[src/rtl/mdio_mgmt_pkg.sv]
package mdio_mgmt_pkg;

  localparam logic [7:0] OFS_MODE  = 8'h40;
  localparam logic [7:0] OFS_ADDR  = 8'h44;
  localparam logic [7:0] OFS_WDATA = 8'h48;
  localparam logic [7:0] OFS_RDATA = 8'h4C;
  localparam logic [7:0] OFS_CMD   = 8'h50;

  localparam int CLAUSE_BIT = 8;
  localparam int START_BIT  = 8;
  localparam int BUSY_BIT   = 16;

  // serial frame after the preamble, sent MSB first
  typedef struct packed {
    logic [1:0]  st;
    logic [1:0]  op;
    logic [4:0]  port;
    logic [4:0]  regdev;
    logic [1:0]  ta;
    logic [15:0] data;
  } frame_t;

  localparam int FRAME_W  = $bits(frame_t);
  localparam int HDR_BITS = 14;

endpackage

[src/rtl/mdio_mgmt_regs.sv]
module mdio_mgmt_regs
  import mdio_mgmt_pkg::*;
#(
  parameter int BUS_AW  = 8,
  parameter int DIV_W   = 8,
  parameter int DIV_RST = 4
) (
  input  logic              clk,
  input  logic              rst_n,
  input  logic              bus_valid,
  input  logic              bus_write,
  input  logic [BUS_AW-1:0] bus_addr,
  input  logic [31:0]       bus_wdata,
  output logic [31:0]       bus_rdata,
  input  logic              busy_i,
  input  logic [15:0]       rd_data_i,
  output logic              c45_o,
  output logic [DIV_W-1:0]  div_o,
  output logic [31:0]       addr_o,
  output logic [15:0]       wdata_o,
  output logic              start_o,
  output logic [1:0]        code_o
);

  logic [31:0] mode_q, mode_d;
  logic [31:0] addr_q, addr_d;
  logic [31:0] wdat_q, wdat_d;
  logic        wr_en;

  assign wr_en = bus_valid && bus_write;

  always_comb begin
    mode_d = mode_q;
    addr_d = addr_q;
    wdat_d = wdat_q;
    if (wr_en && bus_addr == BUS_AW'(OFS_MODE))  mode_d = bus_wdata;
    if (wr_en && bus_addr == BUS_AW'(OFS_ADDR))  addr_d = bus_wdata;
    if (wr_en && bus_addr == BUS_AW'(OFS_WDATA)) wdat_d = bus_wdata;
  end

  always_ff @(posedge clk or negedge rst_n) begin
    if (!rst_n) begin
      mode_q <= 32'(DIV_RST);
      addr_q <= '0;
      wdat_q <= '0;
    end else begin
      mode_q <= mode_d;
      addr_q <= addr_d;
      wdat_q <= wdat_d;
    end
  end

  always_comb begin
    bus_rdata = '0;
    case (bus_addr)
      BUS_AW'(OFS_MODE):  bus_rdata = mode_q;
      BUS_AW'(OFS_ADDR):  bus_rdata = addr_q;
      BUS_AW'(OFS_WDATA): bus_rdata = wdat_q;
      BUS_AW'(OFS_RDATA): bus_rdata = {16'h0000, rd_data_i};
      BUS_AW'(OFS_CMD):   bus_rdata[BUSY_BIT] = busy_i;
      default:            bus_rdata = '0;
    endcase
  end

  assign c45_o   = mode_q[CLAUSE_BIT];
  assign div_o   = mode_q[DIV_W-1:0];
  assign addr_o  = addr_q;
  assign wdata_o = wdat_q[15:0];
  assign start_o = wr_en && (bus_addr == BUS_AW'(OFS_CMD)) && bus_wdata[START_BIT];
  assign code_o  = bus_wdata[1:0];

  // the mode register changes only through a bus write to its offset
  p_mode_hold_r2: assert property (@(posedge clk) disable iff (!rst_n)
    !(wr_en && bus_addr == BUS_AW'(OFS_MODE)) |=> $stable(mode_q));

endmodule

[src/rtl/mdio_mgmt_clkgen.sv]
module mdio_mgmt_clkgen #(
  parameter int DIV_W = 8
) (
  input  logic             clk,
  input  logic             rst_n,
  input  logic             load_i,
  input  logic             run_i,
  input  logic [DIV_W-1:0] div_i,
  output logic             mdc_o,
  output logic             rise_o,
  output logic             fall_o
);

  logic [DIV_W-1:0] half_q, half_d;
  logic [DIV_W-1:0] cnt_q, cnt_d;
  logic             mdc_q, mdc_d;
  logic             tick;

  assign tick = run_i && (cnt_q == half_q - DIV_W'(1));

  always_comb begin
    half_d = half_q;
    cnt_d  = cnt_q;
    mdc_d  = mdc_q;
    if (load_i) begin
      half_d = (div_i == '0) ? DIV_W'(1) : div_i;
      cnt_d  = '0;
      mdc_d  = 1'b0;
    end else if (run_i) begin
      if (tick) begin
        cnt_d = '0;
        mdc_d = ~mdc_q;
      end else begin
        cnt_d = cnt_q + DIV_W'(1);
      end
    end else begin
      cnt_d = '0;
      mdc_d = 1'b0;
    end
  end

  always_ff @(posedge clk or negedge rst_n) begin
    if (!rst_n) begin
      half_q <= DIV_W'(1);
      cnt_q  <= '0;
      mdc_q  <= 1'b0;
    end else begin
      half_q <= half_d;
      cnt_q  <= cnt_d;
      mdc_q  <= mdc_d;
    end
  end

  assign mdc_o  = mdc_q;
  assign rise_o = tick && !mdc_q;
  assign fall_o = tick && mdc_q;

  // MDC returns low and stays low whenever no frame runs
  p_mdc_idle_r10: assert property (@(posedge clk) disable iff (!rst_n)
    (!run_i && !load_i) |=> !mdc_q);

  // a phase never outlasts the latched half period
  p_half_bound_r10: assert property (@(posedge clk) disable iff (!rst_n)
    run_i |-> (cnt_q < half_q));

endmodule

[src/rtl/mdio_mgmt_engine.sv]
module mdio_mgmt_engine
  import mdio_mgmt_pkg::*;
#(
  parameter int PRE_LEN = 32
) (
  input  logic        clk,
  input  logic        rst_n,
  input  logic        req_i,
  input  frame_t      frame_i,
  input  logic        is_rd_i,
  input  logic        rise_i,
  input  logic        fall_i,
  input  logic        mdio_i,
  output logic        accept_o,
  output logic        busy_o,
  output logic        mdio_o,
  output logic        mdio_oe_o,
  output logic [15:0] rd_data_o
);

  localparam int TOTAL    = PRE_LEN + FRAME_W;
  localparam int IDX_W    = $clog2(TOTAL);
  localparam int FSEL_W   = $clog2(FRAME_W);
  localparam int TA_POS   = PRE_LEN + HDR_BITS;
  localparam int DATA_POS = TA_POS + 2;
  localparam int LAST_POS = TOTAL - 1;

  logic             busy_q, busy_d;
  logic [IDX_W-1:0] idx_q, idx_d;
  frame_t           frame_q, frame_d;
  logic             rd_q, rd_d;
  logic [15:0]      rx_q, rx_d;
  logic [15:0]      rdat_q, rdat_d;
  logic [IDX_W-1:0] off;
  logic [FSEL_W-1:0] sel;
  logic             tx_bit;

  assign accept_o = req_i && !busy_q;

  always_comb begin
    busy_d  = busy_q;
    idx_d   = idx_q;
    frame_d = frame_q;
    rd_d    = rd_q;
    rx_d    = rx_q;
    rdat_d  = rdat_q;
    if (accept_o) begin
      busy_d  = 1'b1;
      idx_d   = '0;
      frame_d = frame_i;
      rd_d    = is_rd_i;
      rx_d    = '0;
    end else if (busy_q) begin
      if (rise_i && rd_q && idx_q >= IDX_W'(DATA_POS))
        rx_d = {rx_q[14:0], mdio_i};
      if (fall_i) begin
        if (idx_q == IDX_W'(LAST_POS)) begin
          busy_d = 1'b0;
          if (rd_q) rdat_d = rx_q;
        end else begin
          idx_d = idx_q + IDX_W'(1);
        end
      end
    end
  end

  always_ff @(posedge clk or negedge rst_n) begin
    if (!rst_n) begin
      busy_q  <= 1'b0;
      idx_q   <= '0;
      frame_q <= '0;
      rd_q    <= 1'b0;
      rx_q    <= '0;
      rdat_q  <= '0;
    end else begin
      busy_q  <= busy_d;
      idx_q   <= idx_d;
      frame_q <= frame_d;
      rd_q    <= rd_d;
      rx_q    <= rx_d;
      rdat_q  <= rdat_d;
    end
  end

  // bit position inside the frame word, counted from its MSB
  assign off    = idx_q - IDX_W'(PRE_LEN);
  assign sel    = FSEL_W'(FRAME_W - 1) - off[FSEL_W-1:0];
  assign tx_bit = (idx_q < IDX_W'(PRE_LEN)) ? 1'b1 : frame_q[sel];

  assign mdio_oe_o = busy_q && !(rd_q && idx_q >= IDX_W'(TA_POS));
  assign mdio_o    = mdio_oe_o ? tx_bit : 1'b0;
  assign busy_o    = busy_q;
  assign rd_data_o = rdat_q;

  // an accepted start raises busy on the next edge
  p_start_busy_r3: assert property (@(posedge clk) disable iff (!rst_n)
    accept_o |=> busy_q);

  // a request during a frame leaves the latched frame untouched
  p_ignore_busy_r4: assert property (@(posedge clk) disable iff (!rst_n)
    (busy_q && req_i) |=> $stable(frame_q));

  // line outputs stay put across a clock in which MDC is high throughout
  p_stable_high_r8: assert property (@(posedge clk) disable iff (!rst_n)
    (!fall_i && !rise_i && !accept_o && busy_q && $past(busy_q) && !$rose(busy_q))
      |=> $stable(mdio_oe_o));

  // every frame opens by driving a preamble one
  p_preamble_r5: assert property (@(posedge clk) disable iff (!rst_n)
    $rose(busy_q) |-> (mdio_oe_o && mdio_o));

endmodule

[src/rtl/mdio_mgmt_master.sv]
module mdio_mgmt_master
  import mdio_mgmt_pkg::*;
#(
  parameter int BUS_AW  = 8,
  parameter int DIV_W   = 8,
  parameter int DIV_RST = 4,
  parameter int PRE_LEN = 32
) (
  input  logic              clk,
  input  logic              rst_n,
  input  logic              bus_valid,
  input  logic              bus_write,
  input  logic [BUS_AW-1:0] bus_addr,
  input  logic [31:0]       bus_wdata,
  output logic [31:0]       bus_rdata,
  output logic              mdc,
  output logic              mdio_o,
  output logic              mdio_oe,
  input  logic              mdio_i
);

  logic [1:0]       rst_sync_q;
  logic             rst_s_n;
  logic             c45;
  logic [DIV_W-1:0] div;
  logic [31:0]      addr_r;
  logic [15:0]      wdata_r;
  logic             start;
  logic [1:0]       code;
  logic             code_ok;
  logic             is_rd;
  frame_t           frame;
  logic             accept;
  logic             busy;
  logic             rise, fall;
  logic [15:0]      rd_data;

  // asynchronous assert, synchronous release
  always_ff @(posedge clk or negedge rst_n) begin
    if (!rst_n) rst_sync_q <= 2'b00;
    else        rst_sync_q <= {rst_sync_q[0], 1'b1};
  end
  assign rst_s_n = rst_sync_q[1];

  mdio_mgmt_regs #(
    .BUS_AW (BUS_AW),
    .DIV_W  (DIV_W),
    .DIV_RST(DIV_RST)
  ) regs_i (
    .clk      (clk),
    .rst_n    (rst_s_n),
    .bus_valid(bus_valid),
    .bus_write(bus_write),
    .bus_addr (bus_addr),
    .bus_wdata(bus_wdata),
    .bus_rdata(bus_rdata),
    .busy_i   (busy),
    .rd_data_i(rd_data),
    .c45_o    (c45),
    .div_o    (div),
    .addr_o   (addr_r),
    .wdata_o  (wdata_r),
    .start_o  (start),
    .code_o   (code)
  );

  // frame encoder: the code meaning depends on the clause select
  always_comb begin
    frame        = '0;
    frame.port   = addr_r[12:8];
    frame.regdev = addr_r[4:0];
    frame.ta     = 2'b10;
    frame.data   = wdata_r;
    code_ok      = 1'b0;
    is_rd        = 1'b0;
    if (!c45) begin
      frame.st = 2'b01;
      case (code)
        2'd0: begin frame.op = 2'b10; code_ok = 1'b1; is_rd = 1'b1; end
        2'd1: begin frame.op = 2'b01; code_ok = 1'b1; end
        default: frame.op = 2'b00;
      endcase
    end else begin
      frame.st = 2'b00;
      case (code)
        2'd0: begin frame.op = 2'b00; code_ok = 1'b1; end
        2'd1: begin frame.op = 2'b01; code_ok = 1'b1; end
        2'd2: begin frame.op = 2'b11; code_ok = 1'b1; is_rd = 1'b1; end
        default: frame.op = 2'b00;
      endcase
    end
  end

  mdio_mgmt_engine #(
    .PRE_LEN(PRE_LEN)
  ) engine_i (
    .clk      (clk),
    .rst_n    (rst_s_n),
    .req_i    (start && code_ok),
    .frame_i  (frame),
    .is_rd_i  (is_rd),
    .rise_i   (rise),
    .fall_i   (fall),
    .mdio_i   (mdio_i),
    .accept_o (accept),
    .busy_o   (busy),
    .mdio_o   (mdio_o),
    .mdio_oe_o(mdio_oe),
    .rd_data_o(rd_data)
  );

  mdio_mgmt_clkgen #(
    .DIV_W(DIV_W)
  ) clkgen_i (
    .clk   (clk),
    .rst_n (rst_s_n),
    .load_i(accept),
    .run_i (busy),
    .div_i (div),
    .mdc_o (mdc),
    .rise_o(rise),
    .fall_o(fall)
  );

  // an unsupported code leaves the master idle
  p_bad_code_r9: assert property (@(posedge clk) disable iff (!rst_s_n)
    (start && !code_ok && !busy) |=> !busy);

  // line outputs hold while MDC stays high
  p_hold_mdc_high_r8: assert property (@(posedge clk) disable iff (!rst_s_n)
    (mdc && $past(mdc)) |-> ($stable(mdio_o) && $stable(mdio_oe)));

endmodule

[config.mk]
export PLATFORM = sky130hd
export DESIGN_NAME = mdio_mgmt_master
export DESIGN_NICKNAME = d
export VERILOG_FILES = /design/src/rtl/mdio_mgmt_pkg.sv /design/src/rtl/mdio_mgmt_regs.sv /design/src/rtl/mdio_mgmt_clkgen.sv /design/src/rtl/mdio_mgmt_engine.sv /design/src/rtl/mdio_mgmt_master.sv
export SDC_FILE = /design/constraint.sdc
export NUM_CORES = 1
export LEC_CHECK = 0
export BUFFER_PORTS_ARGS = -buffer_cell sky130_fd_sc_hd__clkbuf_2
export CORE_MARGIN = 1.5
export CORE_UTILIZATION = 55
export CTS_CLUSTER_SIZE = 30
export DETAILED_ROUTE_END_ITERATION = 6
export PLACE_DENSITY = 0.77
export SYNTH_ARGS = -nofsm -noshare
export SYNTH_HDL_FRONTEND = slang
export SYNTH_SLANG_ARGS = --single-unit
[constraint.sdc]
create_clock -name clk -period 6.3 [get_ports clk]
set_input_delay 1.26 -clock clk [delete_from_list [all_inputs] [get_ports clk]]
set_output_delay 1.26 -clock clk [all_outputs]
set_load 0.01 [all_outputs]
==> impl_metrics.json, run 1 <==
{
  "run_status": "completed",
  "gp_congestion": 0.788,
  "antenna_found_initial": 0,
  "met2_length_um": 9870,
  "fin_nets": 862,
  "finalSetupTns_ns": 0,
  "wire_per_inst_um": 19.0,
  "drive_above_1_share_pct": 32.4,
  "cts_buffer_depth": 2,
  "vias_per_cell": 5.85,
  "synthAdderAreaFrac_pct": 1.15,
  "worst-setup-path-type": "in2out",
  "cts_setup_buffers": 0,
  "slowest_stage": "mux4_2",
  "die_w_um": 129,
  "dieHeight_um": 129,
  "num_io_pins": 80,
  "yosysSeqAreaShare_pct": 52.7,
  "min_path_cells": 0,
  "synthTopCellsByCount": "182 x dfrtp_1, 132 x nand2_1, 109 x mux2_2",
  "maxSlewViolCount": 0,
  "cts_root_buffer": "clkbuf_16",
  "synth-edff-count": 0,
  "finClkSkew_ns": 0.00757,
  "power_mw": 2.33,
  "num_vias": 6038,
  "antennaDiodeCount": 0,
  "seq_area_um2": 4610,
  "m1WireLength_um": 8330,
  "netlist_instances": 745,
  "multi_input_area_um2": 3890,
  "r2r_end": "engine_i.rd_data_o[9]",
  "synth_area_per_cell_um2": 11.7,
  "hold_path_class": "reg2reg",
  "r2r_slack_ns": 3.40,
  "area_growth_pct": 12.9,
  "synth_xor_area_share_pct": 1.60,
  "cp_cell_sequence": "clkbuf_2 -> buf_4 -> mux4_2 -> nor2b_1 -> clkbuf_2",
  "clkLatencyLatePin_ns": 0.44,
  "post-route-min-period_ns": 4.33,
  "synth-simple-area-share_pct": 13.3,
  "cp-start-kind": "input port",
  "synth_compound_area_share_pct": 3.71,
  "ys.flop_type": "dfrtp_1",
  "tritoncts": "yes",
  "firstDrtPassIters": 5,
  "max_stage_delay_ns": 0.57,
  "cts_made_buffers": 17,
  "grt_first_pass_wirelength_um": 32800,
  "ant_nets": 0,
  "post-route-period-util_pct": 68.7,
  "syn_nets": 798,
  "drtIter0Drc": 433,
  "holdBufCountCts": 0,
  "relSlewSlack_pct": 25.1,
  "worst-slew-pin-transition_ns": 1.12,
  "powerDensity_nw_per_um2": 236,
  "cts_sinks": 184,
  "portBuffers": 79,
  "synth_top_area_share_pct": 52.1,
  "grt_overflow_total": 0,
  "setup_viol": 0,
  "finalHoldViolCount": 0,
  "num_rows": 45,
  "drc": 0,
  "layout.cells.non_filler": 1033,
  "cp_common_cell": "clkbuf_2",
  "synthArstFlopShare_pct": 100,
  "synth_top_area_cell": "dfrtp_1",
  "place_hpwl_um": 13200,
  "h-tree-depth": 4,
  "wl_met3_um": 1110,
  "grt_pass1_vias": 6456,
  "core_um2": 15400,
  "synth_top_family_by_area": "multiplexers",
  "syn_area_um2": 8740,
  "r2r-start": "clkgen_i.half_q[0]",
  "netlist_top_cells_area": "dfrtp_1 52%, mux2_2 14%, mux4_2 5.9%, nand2_1 5.7%, mux2i_1 4.4%",
  "crit_path_end_kind": "primary output",
  "cp_data_required_time_ns": 5.04,
  "wirelength_um": 19600,
  "max_freq_mhz": 231,
  "place_inst": 1001,
  "ir_drop_v": 0.000205,
  "cap_violations": 0,
  "min_to": "rst_sync_q[1]",
  "min_from": "rst_sync_q[0]",
  "synth-seq-cells": 184,
  "rsz0062_at_grt": "no",
  "start_util_pct": 56.9,
  "p_leak_nw": 4.91,
  "grt_max_degree": 73,
  "cp_max_fo": 24,
  "top_layer_used": "met4",
  "fillCellCount": 1196,
  "critical_path_arrival_ns": 3.07,
  "ys_warn_count": 0,
  "yosysMostFrequentCell": "dfrtp_1",
  "clkSlewWorstSetupHoldPaths_ns": 0.07,
  "synthMuxAreaShare_pct": 24.4,
  "r2r_cells": 9,
  "cts_resized": 0,
  "grt_use_total_pct": 25.7,
  "synth.distinct_cells": 49,
  "dieArea_um2": 16700
}
[how the worst max path moves through the flow]
stage,startpoint,to,slack [ns]
2_1_floorplan,rst_sync_q[1],clkgen_i.cnt_q[0],0.80
3_3_place_gp,bus_addr[2],bus_rdata[8],1.98
3_5_place_dp,bus_addr[2],bus_rdata[13],1.94
4_1_cts,bus_addr[2],bus_rdata[13],1.93
5_1_grt,bus_addr[2],bus_rdata[13],1.88
6_report,bus_addr[2],bus_rdata[13],1.97
[logic make-up (layout without fill, tap and decap cells)]
logic type / count (synthesis) / after routing
simple gates: 250 / 250
flops: 184 / 184
mux: 171 / 171
buf+inv: 64 / 141
compound gates: 51 / 51
xor+xnor: 16 / 16
fa+ha+maj: 8 / 8
other cells: 1 / 1
[layer usage]
layer	global-route usage (%)	vias to the layer above
met5	0	-
met4	7.80	0
met3	7.06	32
met2	43.4	183
met1	32.7	3122
li1	-	2701
[worst max-delay path: cells and delay by family]
kind	cells	cell delay, ns
buffers and inverters	3	1.08
muxes	1	0.57
and+or+nand+nor	1	0.14
[layout make-up]
type	instances	area share, %
clock inverters	13	1.14
repair buffers	90	4.84
clock buffers	19	4.49
flip-flops and latches	184	46.7
multi-input cells	497	39.4
well taps	211	2.68
inverters	19	0.723
[cells in the final DEF (no fill, tap or decap), types with 2 or more instances in the layout]
cell type   instances
clkinvlp_4          3
mux2i_1            38
a31oi_1             2
buf_4              11
or4_1               6
nor2b_1            19
inv_6               4
mux4_2             23
clkinv_2            2
nor3b_1             2
nor3_1              4
xor2_1              4
clkinv_4            2
mux2_2            109
o21ai_0            12
nand4_1             5
ha_1                8
a21oi_1            21
nor4_4              2
nor4_1              3
dfrtp_1           181
dfstp_2             2
o31ai_1             5
nand2b_1            4
and3_1              3
nand3_1             6
nor2_1             51
nand2_1           132
clkbuf_2           79
xnor2_1            12
o211ai_1            3
a41oi_1             2
nand3b_1            3
clkbuf_16          17
inv_1              19
[registers in the layout (all words and copies together), names as in the netlist]
name / count
clkgen_i.cnt_q: 8
clkgen_i.half_q: 8
clkgen_i.mdc_o: 1
engine_i.busy_o: 1
engine_i.frame_q: 29
engine_i.idx_q: 6
engine_i.rd_data_o: 16
engine_i.rd_q: 1
engine_i.rx_q: 16
regs_i.addr_o: 32
regs_i.mode_q: 32
regs_i.wdat_q: 32
rst_sync_q: 2
[power breakdown]
part	total [mW]	internal [mW]	switching (mW)
Sequential	1.22	1.20	0.0222
Combinational	0.0984	0.0422	0.0563
Clock	1.01	0.525	0.480
[metrics by stage]
stage,area (µm²),util [%],hold WS (ns),setup slack (ns)
2_1_floorplan,8740,-,0.331,0.797
3_3_place_gp,9310,60.6,0.335,1.98
3_5_place_dp,9310,60.6,0.345,1.94
4_1_cts,9870,64.2,0.361,1.93
5_1_grt,9870,64.2,0.370,1.88
6_report,9870,64.2,0.355,1.97
Power figures use the tool's default switching activity.
==> run 2, diff against run 1 <==
- CORE_UTILIZATION: 55 -> 54
- PLACE_DENSITY: 0.77 -> 0.78
- clock period: 6.3 -> 3.5 ns (I/O delays scaled with it)
==> run 2 against run 1 <==
Critical path type is now reg2out. Core utilization shrank 1.4 points. Highest routed layer unchanged. Sequential power is 80% higher. Clock skew rose by 0.0077 ns. Worst hold slack got worse by 0.31 ns. Final cell count up 0.97%. Sequential share of layout area shrank 0.31 points. Via count down 3.4%. First-iteration DRC count fell by 16%. Final area rose by 0.66%. Combinational power increased by 96%.
==> impl_metrics.json, run 2 (synthesis results as in run 1) <==
{
  "die_w_um": 130,
  "num_io_pins": 80,
  "worst-slew-pin-transition_ns": 0.859,
  "power_mw": 4.19,
  "cts_made_buffers": 17,
  "finClkSkew_ns": 0.0152,
  "fin_util_pct": 62.7,
  "cts_buffer_depth": 2,
  "crit_path_end_kind": "primary output",
  "pwr-share-clk_pct": 43.2,
  "post-route-min-period_ns": 3.33,
  "rsz0062_at_grt": "no",
  "seqPwrFrac_pct": 52.2,
  "h-tree-depth": 4,
  "core_um2": 15800,
  "cp_data_required_time_ns": 2.80,
  "clkSlewWorstSetupHoldPaths_ns": 0.06,
  "relSlewSlack_pct": 42.4,
  "maxSlewViolCount": 0,
  "antenna_found_initial": 0,
  "worst-setup-path-type": "reg2out",
  "run_status": "completed",
  "r2r-start": "clkgen_i.half_q[0]",
  "powerDensity_nw_per_um2": 422,
  "grt_pass1_vias": 6099,
  "cts_sinks": 184,
  "start_util_pct": 55.2,
  "place_area_um2": 9390,
  "combPwrFrac_pct": 4.6,
  "area_growth_pct": 13.6,
  "ant_nets": 0,
  "p_leak_nw": 4.95,
  "cts_setup_buffers": 0,
  "max_freq_mhz": 300,
  "dieHeight_um": 130,
  "drive_above_1_share_pct": 32.4,
  "gp_congestion": 0.803,
  "fin_nets": 868,
  "grt_max_degree": 135,
  "setup_viol": 0,
  "cp_max_fo": 9,
  "r2r_cells": 9,
  "cp-start-kind": "register",
  "num_rows": 46,
  "vias_per_cell": 5.59,
  "drc": 0,
  "grt_use_total_pct": 24.5,
  "final_cell_mix": "181 x dfrtp_1, 132 x nand2_1, 109 x mux2_2",
  "r2r_slack_ns": 0.54,
  "post-route-period-util_pct": 95.2,
  "wirelength_um": 19000,
  "dieArea_um2": 17000,
  "drtIter0Drc": 363,
  "finalHoldViolCount": 0,
  "holdBufCountCts": 0,
  "ir_drop_v": 0.000368,
  "p_sw_mw": 0.946,
  "antennaDiodeCount": 0,
  "clkLatencyLatePin_ns": 0.43,
  "hold_path_class": "in2async",
  "critical_path_arrival_ns": 2.63,
  "portBuffers": 79,
  "grt_overflow_total": 0,
  "r2r_end": "engine_i.rd_data_o[5]",
  "wire_per_inst_um": 18.2,
  "grt_first_pass_wirelength_um": 31600,
  "cts_resized": 0,
  "num_vias": 5831,
  "final_common_cell": "dfrtp_1",
  "cap_violations": 0,
  "firstDrtPassIters": 4,
  "place_hpwl_um": 12500,
  "p_int_mw": 3.24,
  "final_cell_area_um2": 9930,
  "cts_root_buffer": "clkbuf_16",
  "swShare_pct": 22.6,
  "finalSetupTns_ns": 0,
  "tritoncts": "yes"
}
-- run 2: worst max-delay path, cell delays in order, from the launching register on --
cell and delay, ns:
dfrtp_1 0.67, mux4_2 0.62, mux4_2 0.49, o221a_2 0.31, clkbuf_2 0.13
-- run 2: area by class of cell --
type | count | area, µm²
timing repair buffer | 96 | 548
inverter | 19 | 71.3
fill | 1222 | 5900
clock buffer | 22 | 454
sequential | 184 | 4610
multi-input combinational | 497 | 3890
tap | 216 | 270
clock inverter | 9 | 90.1
-- run 2: stage by stage --
stage | setup WS [ns] | hold slack [ns] | cells
after detailed placement | 0.453 | 0.347 | 1012
after floorplan | 0.465 | 0.331 | 745
after global routing | 0.0881 | 0.0287 | 1043
after global placement | 0.515 | 0.335 | 1012
after CTS | 0.144 | 0.0291 | 1043
final | 0.168 | 0.0436 | 1043
-- run 2: power by group through the flow --
| stage | clock (mW) | sequential, mW | combinational (mW) |
|---|---|---|---|
| final | 1.81 | 2.19 | 0.193 |
| after global routing | 1.90 | 2.19 | 0.216 |
| after CTS | 1.83 | 2.19 | 0.197 |
| after detailed placement | 0 | 2.23 | 0.195 |
| after global placement | 0 | 2.23 | 0.192 |
| after floorplan | 0 | 2.25 | 0.0926 |
-- run 2: metal layers --
metal | track usage (%) | part of all wire, %
met1 | 32.6 | 43
met2 | 40.9 | 50
met3 | 5.45 | 5.0
met4 | 6.99 | 1.3
met5 | 0 | 0
-- run 2: worst max path at each step --
stage	startpoint	to	slack, ns	cells past startpoint
after floorplan	rst_sync_q[1]	clkgen_i.cnt_q[0]	0.47	0
after global placement	bus_addr[5]	bus_rdata[2]	0.52	7
after detailed placement	bus_addr[5]	bus_rdata[29]	0.45	7
after CTS	engine_i.idx_q[0]	mdio_o	0.14	4
after global routing	engine_i.idx_q[0]	mdio_o	0.09	4
final	engine_i.idx_q[0]	mdio_o	0.17	4
==> run 3, diff against run 2 <==
- clock period: 3.5 -> 3 ns (I/O delays scaled with it)
==> run 3 against run 2 <==
Routed wire length decreased by 1.7%. Via count grew 0.99%. Core utilization grew 1.3 points. Die area is the same. First-iteration DRC count is 12% lower. Critical path type unchanged. Largest cell class unchanged. Largest power group unchanged. Highest routed layer unchanged.
==> impl_metrics.json, run 3 (synthesis results as in run 1) <==
{
  "r2r-start": "clkgen_i.half_q[0]",
  "vias_per_cell": 5.58,
  "critPathTopFamily": "multiplexers",
  "cts_sinks": 184,
  "seq_area_um2": 4610,
  "grt_use_total_pct": 24.4,
  "max_stage_delay_ns": 0.53,
  "cap_violations": 0,
  "final_cell_mix": "179 x dfrtp_1, 132 x nand2_1, 109 x mux2_2",
  "start_util_pct": 55.2,
  "core_um2": 15800,
  "drive_above_1_share_pct": 34.0,
  "dieArea_um2": 17000,
  "cp-start-kind": "register",
  "cts_made_buffers": 17,
  "holdWs_ns": 0.218,
  "num_io_pins": 80,
  "drc": 0,
  "relSlewSlack_pct": 51.4,
  "num_rows": 46,
  "cts_setup_buffers": 0,
  "critPathBufInv": 1,
  "startpoint": "engine_i.idx_q[0]",
  "crit_path_end_kind": "primary output",
  "wire_per_inst_um": 17.7,
  "hold_path_class": "reg2async",
  "post-route-min-period_ns": 2.94,
  "setup_ws_ns": 0.0595,
  "place_hpwl_um": 13000,
  "critical_path_arrival_ns": 2.34,
  "worst-slew-pin-transition_ns": 0.729,
  "cts_root_buffer": "clkbuf_16",
  "layout.cells.non_filler": 1055,
  "num_vias": 5889,
  "max_freq_mhz": 340,
  "r2r_end": "engine_i.rd_data_o[14]",
  "cts_buffer_depth": 2,
  "firstDrtPassIters": 4,
  "finClkSkew_ns": 0.00978,
  "cp_common_cell": "mux4_2",
  "rsz0062_at_grt": "yes",
  "multi_input_area_um2": 3890,
  "finalHoldViolCount": 0,
  "wirelength_um": 18700,
  "grt_overflow_total": 0,
  "power_mw": 5.19,
  "portBuffers": 79,
  "post-route-period-util_pct": 98.0,
  "clkSlewWorstSetupHoldPaths_ns": 0.07,
  "r2r_cells": 8,
  "antenna_found_initial": 0,
  "antennaDiodeCount": 0,
  "tritoncts": "yes",
  "area_growth_pct": 15.9,
  "grt_max_degree": 104,
  "die_w_um": 130,
  "crit_end": "mdio_o",
  "fillCellCount": 1198,
  "crit_cells": 4,
  "fin_util_pct": 64.0,
  "r2r_slack_ns": 0.31,
  "dieHeight_um": 130,
  "cp_max_fo": 6,
  "worst-setup-path-type": "reg2out",
  "grt_pass1_vias": 6119,
  "run_status": "completed",
  "slowest_stage": "mux4_2",
  "ir_drop_v": 0.000431,
  "clkLatencyLatePin_ns": 0.44,
  "gp_congestion": 0.812,
  "maxSlewViolCount": 0,
  "setup_viol": 0,
  "p_leak_nw": 5.04,
  "cp_data_required_time_ns": 2.40,
  "h-tree-depth": 4,
  "grt_first_pass_wirelength_um": 31500,
  "final_common_cell": "dfrtp_1",
  "powerDensity_nw_per_um2": 512,
  "place_inst": 1022,
  "fin_nets": 879,
  "pre_cts_ws_ns": 0.242,
  "cp_cell_sequence": "mux4_2 -> mux4_2 -> o221a_4 -> buf_6",
  "ant_nets": 0,
  "drtIter0Drc": 319
}
-- run 3: how the worst min path moves through the flow --
stage / start / endpoint / cells past startpoint
floorplan: rst_n / rst_sync_q[0] / 0
global placement: rst_sync_q[1] / regs_i.addr_o[20] / 0
detailed placement: rst_sync_q[1] / regs_i.addr_o[20] / 0
CTS: rst_sync_q[1] / regs_i.addr_o[20] / 0
global route: rst_sync_q[1] / regs_i.addr_o[20] / 0
finish: rst_sync_q[1] / regs_i.addr_o[20] / 0
-- run 3: what timing repair did --
item | in CTS | in global routing
pin swaps | 0 | 1
setup endpoints to repair | 1 | 1
hold endpoints to repair | 2 | 0
hold buffers | 1 | 0
gates resized for setup | 2 | 3
-- run 3: layout make-up --
| cell class | count | share of cell area, % |
|---|---|---|
| Inverter | 19 | 0.704 |
| Clock buffer | 18 | 4.33 |
| Timing Repair Buffer | 107 | 6.31 |
| Sequential cell | 184 | 45.5 |
| Multi-Input combinational cell | 497 | 38.4 |
| Clock inverter | 14 | 2.02 |
| Tap cell | 216 | 2.67 |
-- run 3: worst register-to-register path, stage by stage (launching register included) --
cell	delay [ns]
dfstp_2	0.62
inv_1	0.07
ha_1	0.30
xnor2_1	0.16
a2111oi_4	0.32
nand3_2	0.20
nor4_4	0.35
buf_12	0.20
mux2_2	0.36
-- run 3: power breakdown --
group / internal [mW] / switching [mW]
combinational: 0.0935 / 0.127
clock: 1.37 / 1.04
sequential: 2.52 / 0.0359
-- run 3: through the flow --
step	setup TNS (ns)	instance area (µm²)
finish	0	10100
global route	-0.00941	10100
CTS	0	10100
detailed placement	0	9460
global placement	0	9460
floorplan	0	8740
-- run 3: per-layer routing --
| layer | GRT usage, % | vias up | share of wire [%] |
|---|---|---|---|
| li1 | - | 2751 | - |
| met1 | 32.4 | 2977 | 43 |
| met4 | 7.25 | 0 | 1.6 |
| met5 | 0 | - | 0 |
| met2 | 39.9 | 139 | 50 |
| met3 | 6.03 | 22 | 5.5 |
